<file path="src/rtl/lcb_pkg.sv">
package lcb_pkg;

  typedef enum logic [1:0] {
    LC_DEC = 2'b00,
    LC_TST = 2'b01,
    LC_INC = 2'b10,
    LC_BAD = 2'b11
  } lc_op_e;

endpackage

</file>
<file path="src/rtl/lcb_decode.sv">
module lcb_decode
  import lcb_pkg::*;
#(
  parameter int CTRL_W = 8,
  parameter int SEL_W  = 3
) (
  input  logic [CTRL_W-1:0] ctrl,
  output lc_op_e            op,
  output logic              cond_nz,
  output logic              disp_neg,
  output logic [SEL_W-1:0]  sel,
  output logic              illegal
);

  always_comb begin
    op       = lc_op_e'(ctrl[7:6]);
    cond_nz  = ctrl[5];
    disp_neg = ctrl[4];
    sel      = ctrl[SEL_W-1:0];
    illegal  = (op == LC_BAD);
  end

endmodule

</file>
<file path="src/rtl/lcb_count.sv">
module lcb_count
  import lcb_pkg::*;
#(
  parameter int DATA_W      = 16,
  parameter int NARROW_W    = 8,
  parameter int SEL_W       = 3,
  parameter int NARROW_REGS = 3
) (
  input  lc_op_e            op,
  input  logic [SEL_W-1:0]  sel,
  input  logic [DATA_W-1:0] value,
  output logic [DATA_W-1:0] new_value,
  output logic              is_zero,
  output logic              narrow
);

  localparam logic [DATA_W-1:0] NARROW_MASK =
    {{(DATA_W-NARROW_W){1'b0}}, {NARROW_W{1'b1}}};
  localparam logic [DATA_W-1:0] ONE = {{(DATA_W-1){1'b0}}, 1'b1};

  function automatic logic [DATA_W-1:0] step_value(
    input lc_op_e op_i, input logic [DATA_W-1:0] v, input logic nar);
    logic [DATA_W-1:0] r;
    case (op_i)
      LC_DEC:  r = v - ONE;
      LC_INC:  r = v + ONE;
      default: r = v;
    endcase
    return nar ? (r & NARROW_MASK) : r;
  endfunction

  always_comb begin
    narrow    = (int'(sel) < NARROW_REGS);
    new_value = step_value(op, value, narrow);
    is_zero   = (new_value == '0);
  end

endmodule

</file>
<file path="src/rtl/lcb_target.sv">
module lcb_target #(
  parameter int DATA_W = 16,
  parameter int DISP_W = 8
) (
  input  logic [DATA_W-1:0] pc_after,
  input  logic [DISP_W-1:0] disp,
  input  logic              neg,
  output logic [DATA_W-1:0] target
);

  function automatic logic [DATA_W-1:0] offset_of(
    input logic [DISP_W-1:0] d, input logic s);
    return {{(DATA_W-DISP_W){s}}, d};
  endfunction

  always_comb target = pc_after + offset_of(disp, neg);

endmodule

</file>
<file path="src/rtl/loop_branch_unit.sv">
module loop_branch_unit
  import lcb_pkg::*;
#(
  parameter int DATA_W      = 16,
  parameter int DISP_W      = 8,
  parameter int CTRL_W      = 8,
  parameter int SEL_W       = 3,
  parameter int NARROW_W    = 8,
  parameter int NARROW_REGS = 3
) (
  input  logic              clk,
  input  logic              rst_n,
  input  logic              op_valid,
  input  logic [CTRL_W-1:0] ctrl_byte,
  input  logic [DISP_W-1:0] disp_byte,
  input  logic [DATA_W-1:0] pc_next,
  input  logic [DATA_W-1:0] src_value,
  output logic [SEL_W-1:0]  rd_sel,
  output logic              res_valid,
  output logic              wr_en,
  output logic [SEL_W-1:0]  wr_sel,
  output logic [DATA_W-1:0] wr_data,
  output logic              taken,
  output logic [DATA_W-1:0] target,
  output logic [DATA_W-1:0] next_pc,
  output logic              illegal_op
);

  lc_op_e            dec_op;
  logic              dec_cond_nz;
  logic              dec_neg;
  logic [SEL_W-1:0]  dec_sel;
  logic              dec_illegal;
  logic [DATA_W-1:0] cnt_value;
  logic              cnt_zero;
  logic              cnt_narrow;
  logic [DATA_W-1:0] tgt_value;
  logic              branch_hit;
  logic [DATA_W-1:0] pc_choice;

  lcb_decode #(.CTRL_W(CTRL_W), .SEL_W(SEL_W)) u_decode (
    .ctrl     (ctrl_byte),
    .op       (dec_op),
    .cond_nz  (dec_cond_nz),
    .disp_neg (dec_neg),
    .sel      (dec_sel),
    .illegal  (dec_illegal)
  );

  lcb_count #(
    .DATA_W(DATA_W), .NARROW_W(NARROW_W),
    .SEL_W(SEL_W), .NARROW_REGS(NARROW_REGS)
  ) u_count (
    .op        (dec_op),
    .sel       (dec_sel),
    .value     (src_value),
    .new_value (cnt_value),
    .is_zero   (cnt_zero),
    .narrow    (cnt_narrow)
  );

  lcb_target #(.DATA_W(DATA_W), .DISP_W(DISP_W)) u_target (
    .pc_after (pc_next),
    .disp     (disp_byte),
    .neg      (dec_neg),
    .target   (tgt_value)
  );

  assign rd_sel     = dec_sel;
  assign branch_hit = !dec_illegal && (dec_cond_nz ? !cnt_zero : cnt_zero);
  assign pc_choice  = branch_hit ? tgt_value : pc_next;

  always_ff @(posedge clk or negedge rst_n) begin
    if (!rst_n) begin
      res_valid  <= 1'b0;
      wr_en      <= 1'b0;
      wr_sel     <= '0;
      wr_data    <= '0;
      taken      <= 1'b0;
      target     <= '0;
      next_pc    <= '0;
      illegal_op <= 1'b0;
    end else begin
      res_valid  <= op_valid;
      wr_en      <= op_valid && !dec_illegal;
      taken      <= op_valid && branch_hit;
      illegal_op <= op_valid && dec_illegal;
      if (op_valid) begin
        wr_sel  <= dec_sel;
        wr_data <= cnt_value;
        target  <= tgt_value;
        next_pc <= pc_choice;
      end
    end
  end

  // no activity without a valid result
  assert_idle_quiet_R8: assert property (@(posedge clk) disable iff (!rst_n)
    !res_valid |-> (!wr_en && !taken && !illegal_op));

  // the unused code never writes or branches
  assert_illegal_quiet_R7: assert property (@(posedge clk) disable iff (!rst_n)
    illegal_op |-> (!wr_en && !taken));

  // every legal result writes back
  assert_legal_writes_R6: assert property (@(posedge clk) disable iff (!rst_n)
    (res_valid && !illegal_op) |-> wr_en);

  // byte-wide registers never carry upper bits
  assert_narrow_upper_R2: assert property (@(posedge clk) disable iff (!rst_n)
    (wr_en && (int'(wr_sel) < NARROW_REGS)) |-> (wr_data[DATA_W-1:NARROW_W] == '0));

  // redirect matches the taken flag
  assert_redirect_R5: assert property (@(posedge clk) disable iff (!rst_n)
    op_valid |=> (taken ? (next_pc == target) : (next_pc == $past(pc_next))));

  // a test on a wide register returns the value read
  assert_test_keeps_R1: assert property (@(posedge clk) disable iff (!rst_n)
    (op_valid && ctrl_byte[7:6] == 2'b01 && int'(ctrl_byte[SEL_W-1:0]) >= NARROW_REGS)
      |=> (wr_data == $past(src_value)));

  // taken follows the condition bit applied to the written value
  assert_condition_R3: assert property (@(posedge clk) disable iff (!rst_n)
    (op_valid && ctrl_byte[7:6] != 2'b11)
      |=> (taken == ($past(ctrl_byte[5]) ? (wr_data != '0) : (wr_data == '0))));

endmodule

</file>
<file path="config.mk">
export PLATFORM = sky130hd
export DESIGN_NAME = loop_branch_unit
export DESIGN_NICKNAME = d
export VERILOG_FILES = /design/src/rtl/lcb_pkg.sv /design/src/rtl/lcb_decode.sv /design/src/rtl/lcb_count.sv /design/src/rtl/lcb_target.sv /design/src/rtl/loop_branch_unit.sv
export SDC_FILE = /design/constraint.sdc
export NUM_CORES = 1
export LEC_CHECK = 0
export ABC_AREA = 1
export BUFFER_PORTS_ARGS = -buffer_cell sky130_fd_sc_hd__buf_2
export CAP_MARGIN = 20
export CORE_UTILIZATION = 49
export CTS_BUF_LIST = sky130_fd_sc_hd__clkbuf_8 sky130_fd_sc_hd__clkbuf_16
export DETAILED_ROUTE_END_ITERATION = 6
export PLACE_DENSITY = 0.88
export REMOVE_ABC_BUFFERS = 1
export SLEW_MARGIN = 20
export SYNTH_ARGS = -nofsm -noshare
export SYNTH_HDL_FRONTEND = slang
export SYNTH_SLANG_ARGS = --single-unit
</file>
<file path="constraint.sdc">
create_clock -name clk -period 0.8 [get_ports clk]
set_clock_uncertainty 0.05 [all_clocks]
set_input_delay 0 -clock clk [delete_from_list [all_inputs] [get_ports clk]]
set_output_delay 0 -clock clk [all_outputs]
set_load 0.01 [all_outputs]
</file>
==> impl_summary.log, run 1 <==
INFO  metric outcome = stopped before the end
INFO  metric stop_stage = global routing (5_1_grt)
INFO  metric first-error = [ERROR GRT-0232] Routing congestion too high. Check the congestion heatmap in the GUI.
INFO  metric placement_rows = 33
INFO  metric synth-seq-cells = 55
INFO  metric initial_core_util = 0.516
INFO  metric synthCells = roughly 630
INFO  metric synth_warnings = 0
INFO  metric synth_area_per_cell = 6.88 sq um
INFO  metric clock_sink_count = 55
INFO  metric clock_tree.root_cell = sky130_fd_sc_hd__clkbuf_8
INFO  metric worst_path_end_type = sequential cell input
INFO  metric post_synth_num_cell_types = 36
INFO  metric grt_worst_setup_endpoint = next_pc[0]$_DFFE_PN0P_/D
INFO  metric finalWeightedCongestion = ~0.91
INFO  metric total_standard_cell_area_after_synthesis = approximately 4300 sq um
INFO  metric grt_start_max_net_pins = 36
INFO  metric groute.usage.overall = 0.887
INFO  metric boundaryPins = between 100 and 150
INFO  metric place.detailed.hpwl = 9.56 mm
INFO  metric die_w = roughly 96 um
INFO  metric port_buffers = approximately 110
INFO  metric ctsLongestPathBuffers = 2
INFO  metric cts_buffers = 5
INFO  metric die_height = ~96 um
INFO  metric synth.yosys.seq_area_share = 0.320
INFO  metric grt_remaining_overflow = around 400
INFO  metric cts.htree.levels = 2
INFO  metric dp_worst_setup_slack = -1790 ps
-- logic make-up after synthesis --
logic type	Yosys count	synth area share
XOR/XNOR	16	0.0326
flip-flops	55	0.320
AND/OR/NAND/NOR	352	0.360
buffers and inverters	92	0.0887
adder cells (fa/ha/maj)	33	0.0995
AO/OA/AOI/OAI	77	0.0995
-- metal layers --
layer / overflow / GRT usage
met3: 5 / 0.659
met2: 260 / 1.11
met4: 124 / 1.07
met5: 0 / 0.155
met1: 2 / 0.830
-- synthesized netlist by cell type --
| library cell | n | area, sq um |
|---|---|---|
| sky130_fd_sc_hd__inv_1 | 70 | 263 |
| sky130_fd_sc_hd__a31oi_1 | 6 | 37.5 |
| sky130_fd_sc_hd__inv_2 | 3 | 11.3 |
| sky130_fd_sc_hd__fa_1 | 2 | 40.0 |
| sky130_fd_sc_hd__buf_1 | 1 | 3.75 |
| sky130_fd_sc_hd__nand2_1 | 236 | 886 |
| sky130_fd_sc_hd__nor2_1 | 29 | 109 |
| sky130_fd_sc_hd__a21oi_2 | 3 | 26.3 |
| sky130_fd_sc_hd__nand4_1 | 11 | 68.8 |
| sky130_fd_sc_hd__nand3_1 | 29 | 145 |
| sky130_fd_sc_hd__buf_8 | 1 | 15.0 |
| sky130_fd_sc_hd__ha_1 | 31 | 388 |
| sky130_fd_sc_hd__clkbuf_1 | 10 | 37.5 |
| sky130_fd_sc_hd__nand3_2 | 5 | 50.1 |
| sky130_fd_sc_hd__nor3_1 | 1 | 5.00 |
| sky130_fd_sc_hd__o2111ai_1 | 2 | 17.5 |
| sky130_fd_sc_hd__nand2_2 | 21 | 131 |
| sky130_fd_sc_hd__a21o_1 | 3 | 22.5 |
| sky130_fd_sc_hd__and2_2 | 1 | 7.51 |
| sky130_fd_sc_hd__nand3b_1 | 2 | 15.0 |
| sky130_fd_sc_hd__buf_6 | 1 | 11.3 |
| sky130_fd_sc_hd__a211oi_1 | 1 | 7.51 |
| sky130_fd_sc_hd__buf_4 | 4 | 30.0 |
| sky130_fd_sc_hd__nor2_2 | 7 | 43.8 |
| sky130_fd_sc_hd__o21ai_0 | 40 | 200 |
| sky130_fd_sc_hd__dfrtp_1 | 55 | 1380 |
| sky130_fd_sc_hd__a21oi_1 | 21 | 105 |
| sky130_fd_sc_hd__nand4_2 | 1 | 12.5 |
| sky130_fd_sc_hd__buf_2 | 2 | 10.0 |
| sky130_fd_sc_hd__xor2_1 | 12 | 105 |
| sky130_fd_sc_hd__o21bai_2 | 1 | 11.3 |
| sky130_fd_sc_hd__nor2_4 | 1 | 11.3 |
| sky130_fd_sc_hd__and2_1 | 4 | 25.0 |
| sky130_fd_sc_hd__nand3_4 | 1 | 17.5 |
| sky130_fd_sc_hd__xnor2_1 | 4 | 35.0 |
| sky130_fd_sc_hd__or2_2 | 3 | 18.8 |
-- through the flow --
stage,area [sq um],util,hold slack [ps],std cells
2_1_floorplan,4190,-,-346,606
3_3_place_gp,5560,0.666,-185,904
3_5_place_dp,5560,0.666,-183,904
4_1_cts,7090,0.851,-29.8,961
-- what timing repair did --
item | CTS
hold endpoints to repair | 70
pin swaps | 71
hold buffers | 14
resized for setup | 222
cloned | 3
setup endpoints to repair | 101
setup buffers | 37
==> inputs of run 2 (changes only) <==
--- a/config.mk
+++ b/config.mk
@@ -8,10 +8,9 @@
 export ABC_AREA = 1
 export BUFFER_PORTS_ARGS = -buffer_cell sky130_fd_sc_hd__buf_2
 export CAP_MARGIN = 20
-export CORE_UTILIZATION = 49
-export CTS_BUF_LIST = sky130_fd_sc_hd__clkbuf_8 sky130_fd_sc_hd__clkbuf_16
+export CORE_UTILIZATION = 40
 export DETAILED_ROUTE_END_ITERATION = 6
-export PLACE_DENSITY = 0.88
+export PLACE_DENSITY_LB_ADDON = 0.15
 export REMOVE_ABC_BUFFERS = 1
 export SLEW_MARGIN = 20
 export SYNTH_ARGS = -nofsm -noshare
==> constraint.sdc (replaced) <==
create_clock -name clk -period 1 [get_ports clk]
set_clock_uncertainty 0.05 [all_clocks]
set_input_delay 0 -clock clk [delete_from_list [all_inputs] [get_ports clk]]
set_output_delay 0 -clock clk [all_outputs]
set_load 0.01 [all_outputs]
==> impl_summary.log, run 2 <==
INFO  metric timing_worst_slew_pin_value = 507 ps
INFO  metric detail_route.iter0.violations = ~220
INFO  metric share_of_the_synthesized_area_in_the_top_cell_type = 0.320
INFO  metric timing.critical_path.to_type = flip-flop
INFO  metric ir_worst_vdd = around 0.57 mV
INFO  metric most-common-layout-cells = sky130_fd_sc_hd__nand2_1 (189), sky130_fd_sc_hd__buf_4 (97), sky130_fd_sc_hd__buf_2 (95)
INFO  metric core-area = 10400 sq um
INFO  metric min_delay_path_depth = 6
INFO  metric crit_family = simple AND/OR/NAND/NOR gates
INFO  metric critical_path_arrival = between 2000 and 2500 ps
INFO  metric avgRoutedWirePerCell = between 15 and 20 um
INFO  metric regToRegStartpoint = wr_data[7]$_DFFE_PN0P_
INFO  metric place.detailed.hpwl = between 9 and 10 mm
INFO  metric placement.cell_area = 5600 sq um
INFO  metric async_reset_ff_frac = 1.00
INFO  metric yosys.area_share.xor_xnor = 0.0326
INFO  metric placed_cells = between 900 and 1000
INFO  metric cp-start-kind = primary input
INFO  metric drc = 0
INFO  metric period_needed = 2220 ps
INFO  metric final_core_utilization = 0.710
INFO  metric post_synth_main_area_contributors = sky130_fd_sc_hd__dfrtp_1 (32%), sky130_fd_sc_hd__nand2_1 (21%), sky130_fd_sc_hd__ha_1 (9.0%)
INFO  metric tritoncts_clock_tree = built
INFO  metric layout_setup_ws = -1220 ps
INFO  metric synth_area_per_cell = between 6 and 7 sq um
INFO  metric synthCells = 625
INFO  metric final-hold-violation-count = 0
INFO  metric finalCritPeriodShare = 2.22
INFO  metric regs_by_ff_count = next_pc (16), target (16), wr_data (16)
INFO  metric worstSkewPairLatency = between 300 and 400 ps
INFO  metric synth.area.mux_share = 0
INFO  metric synth_commonest_cells = sky130_fd_sc_hd__nand2_1 (236), sky130_fd_sc_hd__inv_1 (70), sky130_fd_sc_hd__dfrtp_1 (55)
INFO  metric top_count_cell_post_synth = sky130_fd_sc_hd__nand2_1
INFO  metric min-delay-start = pc_next[2]
INFO  metric cts_buffers = 5
INFO  metric die_height = approximately 110 um
INFO  metric grt_remaining_overflow = 0
INFO  metric ff2ff_path_depth = 2
INFO  metric totalWireLength = about 15 mm
INFO  metric post-route-cell-area = between 7000 and 8000 sq um
INFO  metric synthFlopType = sky130_fd_sc_hd__dfrtp_1
INFO  metric placement_rows = 37
INFO  metric p_switching = approximately 3.2 mW
INFO  metric min_to = next_pc[2]$_DFFE_PN0P_
INFO  metric grt_start_max_net_pins = 56
INFO  metric path_common_cell = sky130_fd_sc_hd__nand2_2
INFO  metric clock_tree.root_cell = sky130_fd_sc_hd__clkbuf_8
INFO  metric total_leakage_power = approximately 3.8 nW
INFO  metric drive_above_1_share = 0.508
INFO  metric initial_antenna_violation_count = 0
INFO  metric slew_headroom = 0.661
INFO  metric cts.htree.levels = 2
INFO  metric synth_adder_area_share = 0.0995
INFO  metric grt_first_pass_wirelength = approximately 23 mm
INFO  metric synth_warnings = 0
INFO  metric synth-seq-cells = 55
INFO  metric setup.reg_to_reg.worst_slack = 150 ps
INFO  metric post_synth_num_cell_types = 36
INFO  metric cellInternalPower = between 5 and 6 mW
INFO  metric p_seq_frac = 0.330
INFO  metric clkSlewWorstSetupHoldPaths = roughly 100 ps
INFO  metric achievable-frequency = about 450 MHz
INFO  metric rsz0062_at_grt = yes
INFO  metric fillCellCount = just under 800
INFO  metric yosys.area.top_type = sky130_fd_sc_hd__dfrtp_1
INFO  metric nets = 939
INFO  metric initial_core_util = 0.415
INFO  metric worst_path_fanout_max = 8
INFO  metric first_global_vias = approximately 5000
INFO  metric pwr_density_cell = 1120 nW/um^2
INFO  metric combinational_family_with_the_most_area_after_synthesis = simple AND/OR/NAND/NOR gates
INFO  metric timing.hold.worst.class = primary input to flip-flop
INFO  metric route.detailed.vias_per_inst = ~5.0
INFO  metric clockPowerShare = 0.162
INFO  metric fraction_of_the_mapped_netlist_area_in_compound_gates = 0.0995
INFO  metric die_w = about 110 um
INFO  metric maxCapViolCount = 0
INFO  metric port_buffers = between 100 and 150
INFO  metric clock_sink_count = 55
INFO  metric synth-edff-count = 0
INFO  metric boundaryPins = approximately 110
INFO  metric total_standard_cell_area_after_synthesis = 4300 sq um
INFO  metric timing.final.setup_violations = 42
INFO  metric switching_share = 0.383
INFO  metric critical_path_class = primary input to flip-flop
INFO  metric synth.yosys.seq_area_share = 0.320
INFO  metric worst_hold_slack = ~12 ps
INFO  metric maxSlewViolCount = 0
INFO  metric vias = ~5000
INFO  metric drt_pass1_iterations = 4
INFO  metric power.combinational.fraction = 0.508
INFO  metric outcome = complete, but fails checks
INFO  metric diodes = 0
INFO  metric synth_simple_gate_area_frac = 0.360
INFO  metric reg2reg_to = wr_data[7]$_DFFE_PN0P_
INFO  metric area_delta_synth_final = 71.3%
INFO  metric timing.critical_path.slowest_stage_cell = sky130_fd_sc_hd__ha_4
INFO  metric violations = setup timing
INFO  metric timing.critical_path.slowest_cell_delay = between 200 and 300 ps
INFO  metric cp_num_buf_inv = 6
INFO  metric layout_commonest_cell = sky130_fd_sc_hd__nand2_1
INFO  metric post_layout_nonfiller_instances = approximately 990
INFO  metric finalWeightedCongestion = roughly 0.88
INFO  metric ctsLongestPathBuffers = 2
INFO  metric required = 1170 ps
INFO  metric die-area = approximately 11000 sq um
INFO  metric detail-route-antenna-nets = 0
INFO  metric groute.usage.overall = 0.257
run 2: cell counts after synthesis:
Identical to the previous run, type by type.
run 2: layout make-up:
type / count / area, sq um / share of cell area
timing repair buffer: 241 / 1820 / 0.247
inverter: 73 / 287 / 0.0389
multi-input combinational: 479 / 3620 / 0.492
sequential: 55 / 1380 / 0.187
tap: 136 / 170 / 0.0231
clock inverter: 1 / 8.76 / 0.00119
clock buffer: 7 / 86.3 / 0.0117
run 2: power groups by stage:
stage / sequential, mW / combinational (mW) / clock (mW)
floorplan: 2.90 / 1.40 / 0
global placement: 2.75 / 2.84 / 0
detailed placement: 2.76 / 2.89 / 0
CTS: 2.72 / 3.64 / 1.36
global route: 2.76 / 4.54 / 1.45
finish: 2.73 / 4.19 / 1.34
run 2: worst min-delay path: stages:
cell and delay, ps:
sky130_fd_sc_hd__buf_8 80, sky130_fd_sc_hd__buf_4 90, sky130_fd_sc_hd__nand2_1 40, sky130_fd_sc_hd__nand2_1 50, sky130_fd_sc_hd__nand2_1 50, sky130_fd_sc_hd__nand2_1 40
run 2: how the worst max path moves through the flow:
| stage | start | end | slack, ps | cells past startpoint |
|---|---|---|---|---|
| after floorplan | ctrl_byte[6] | next_pc[13]$_DFFE_PN0P_ | -1530 | 21 |
| after global placement | ctrl_byte[6] | next_pc[13]$_DFFE_PN0P_ | -1570 | 22 |
| after detailed placement | ctrl_byte[6] | next_pc[13]$_DFFE_PN0P_ | -1630 | 21 |
| after CTS | ctrl_byte[6] | next_pc[14]$_DFFE_PN0P_ | -1150 | 23 |
| after global routing | ctrl_byte[6] | next_pc[8]$_DFFE_PN0P_ | -1340 | 25 |
| final | ctrl_byte[6] | next_pc[8]$_DFFE_PN0P_ | -1220 | 25 |
run 2: kinds of logic after synthesis:
family                   count (synthesis)
AND/OR/NAND/NOR                        352
buffers and inverters                   92
AO/OA/AOI/OAI                           77
flip-flops                              55
adder cells (fa/ha/maj)                 33
XOR/XNOR                                16
run 2: repair_timing:
action / CTS / global route
gates resized for setup: 179 / 104
buffers inserted: 18 / 14
endpoints found under the hold margin: 70 / 0
pin swaps: 45 / 88
gates cloned: 3 / 0
setup endpoints to repair: 45 / 48
hold buffers: 15 / 0
run 2: metal layers:
layer,global-route usage,up-vias,part of all wire
li1,-,2453,-
met1,0.299,2367,0.40
met2,0.492,136,0.54
met3,0.0284,33,0.041
met4,0.0685,0,0.021
met5,0,-,0
run 2: per-stage QoR:
step	setup TNS, ps	worst slack [ps]	power, mW
after global routing	-31940	-1340	8.76
after CTS	-25540	-1150	7.73
after detailed placement	-48980	-1630	5.66
final	-28350	-1220	8.26
after global placement	-47070	-1570	5.59
after floorplan	-43820	-1530	4.30
No activity file was read; power rests on OpenSTA's default activity.
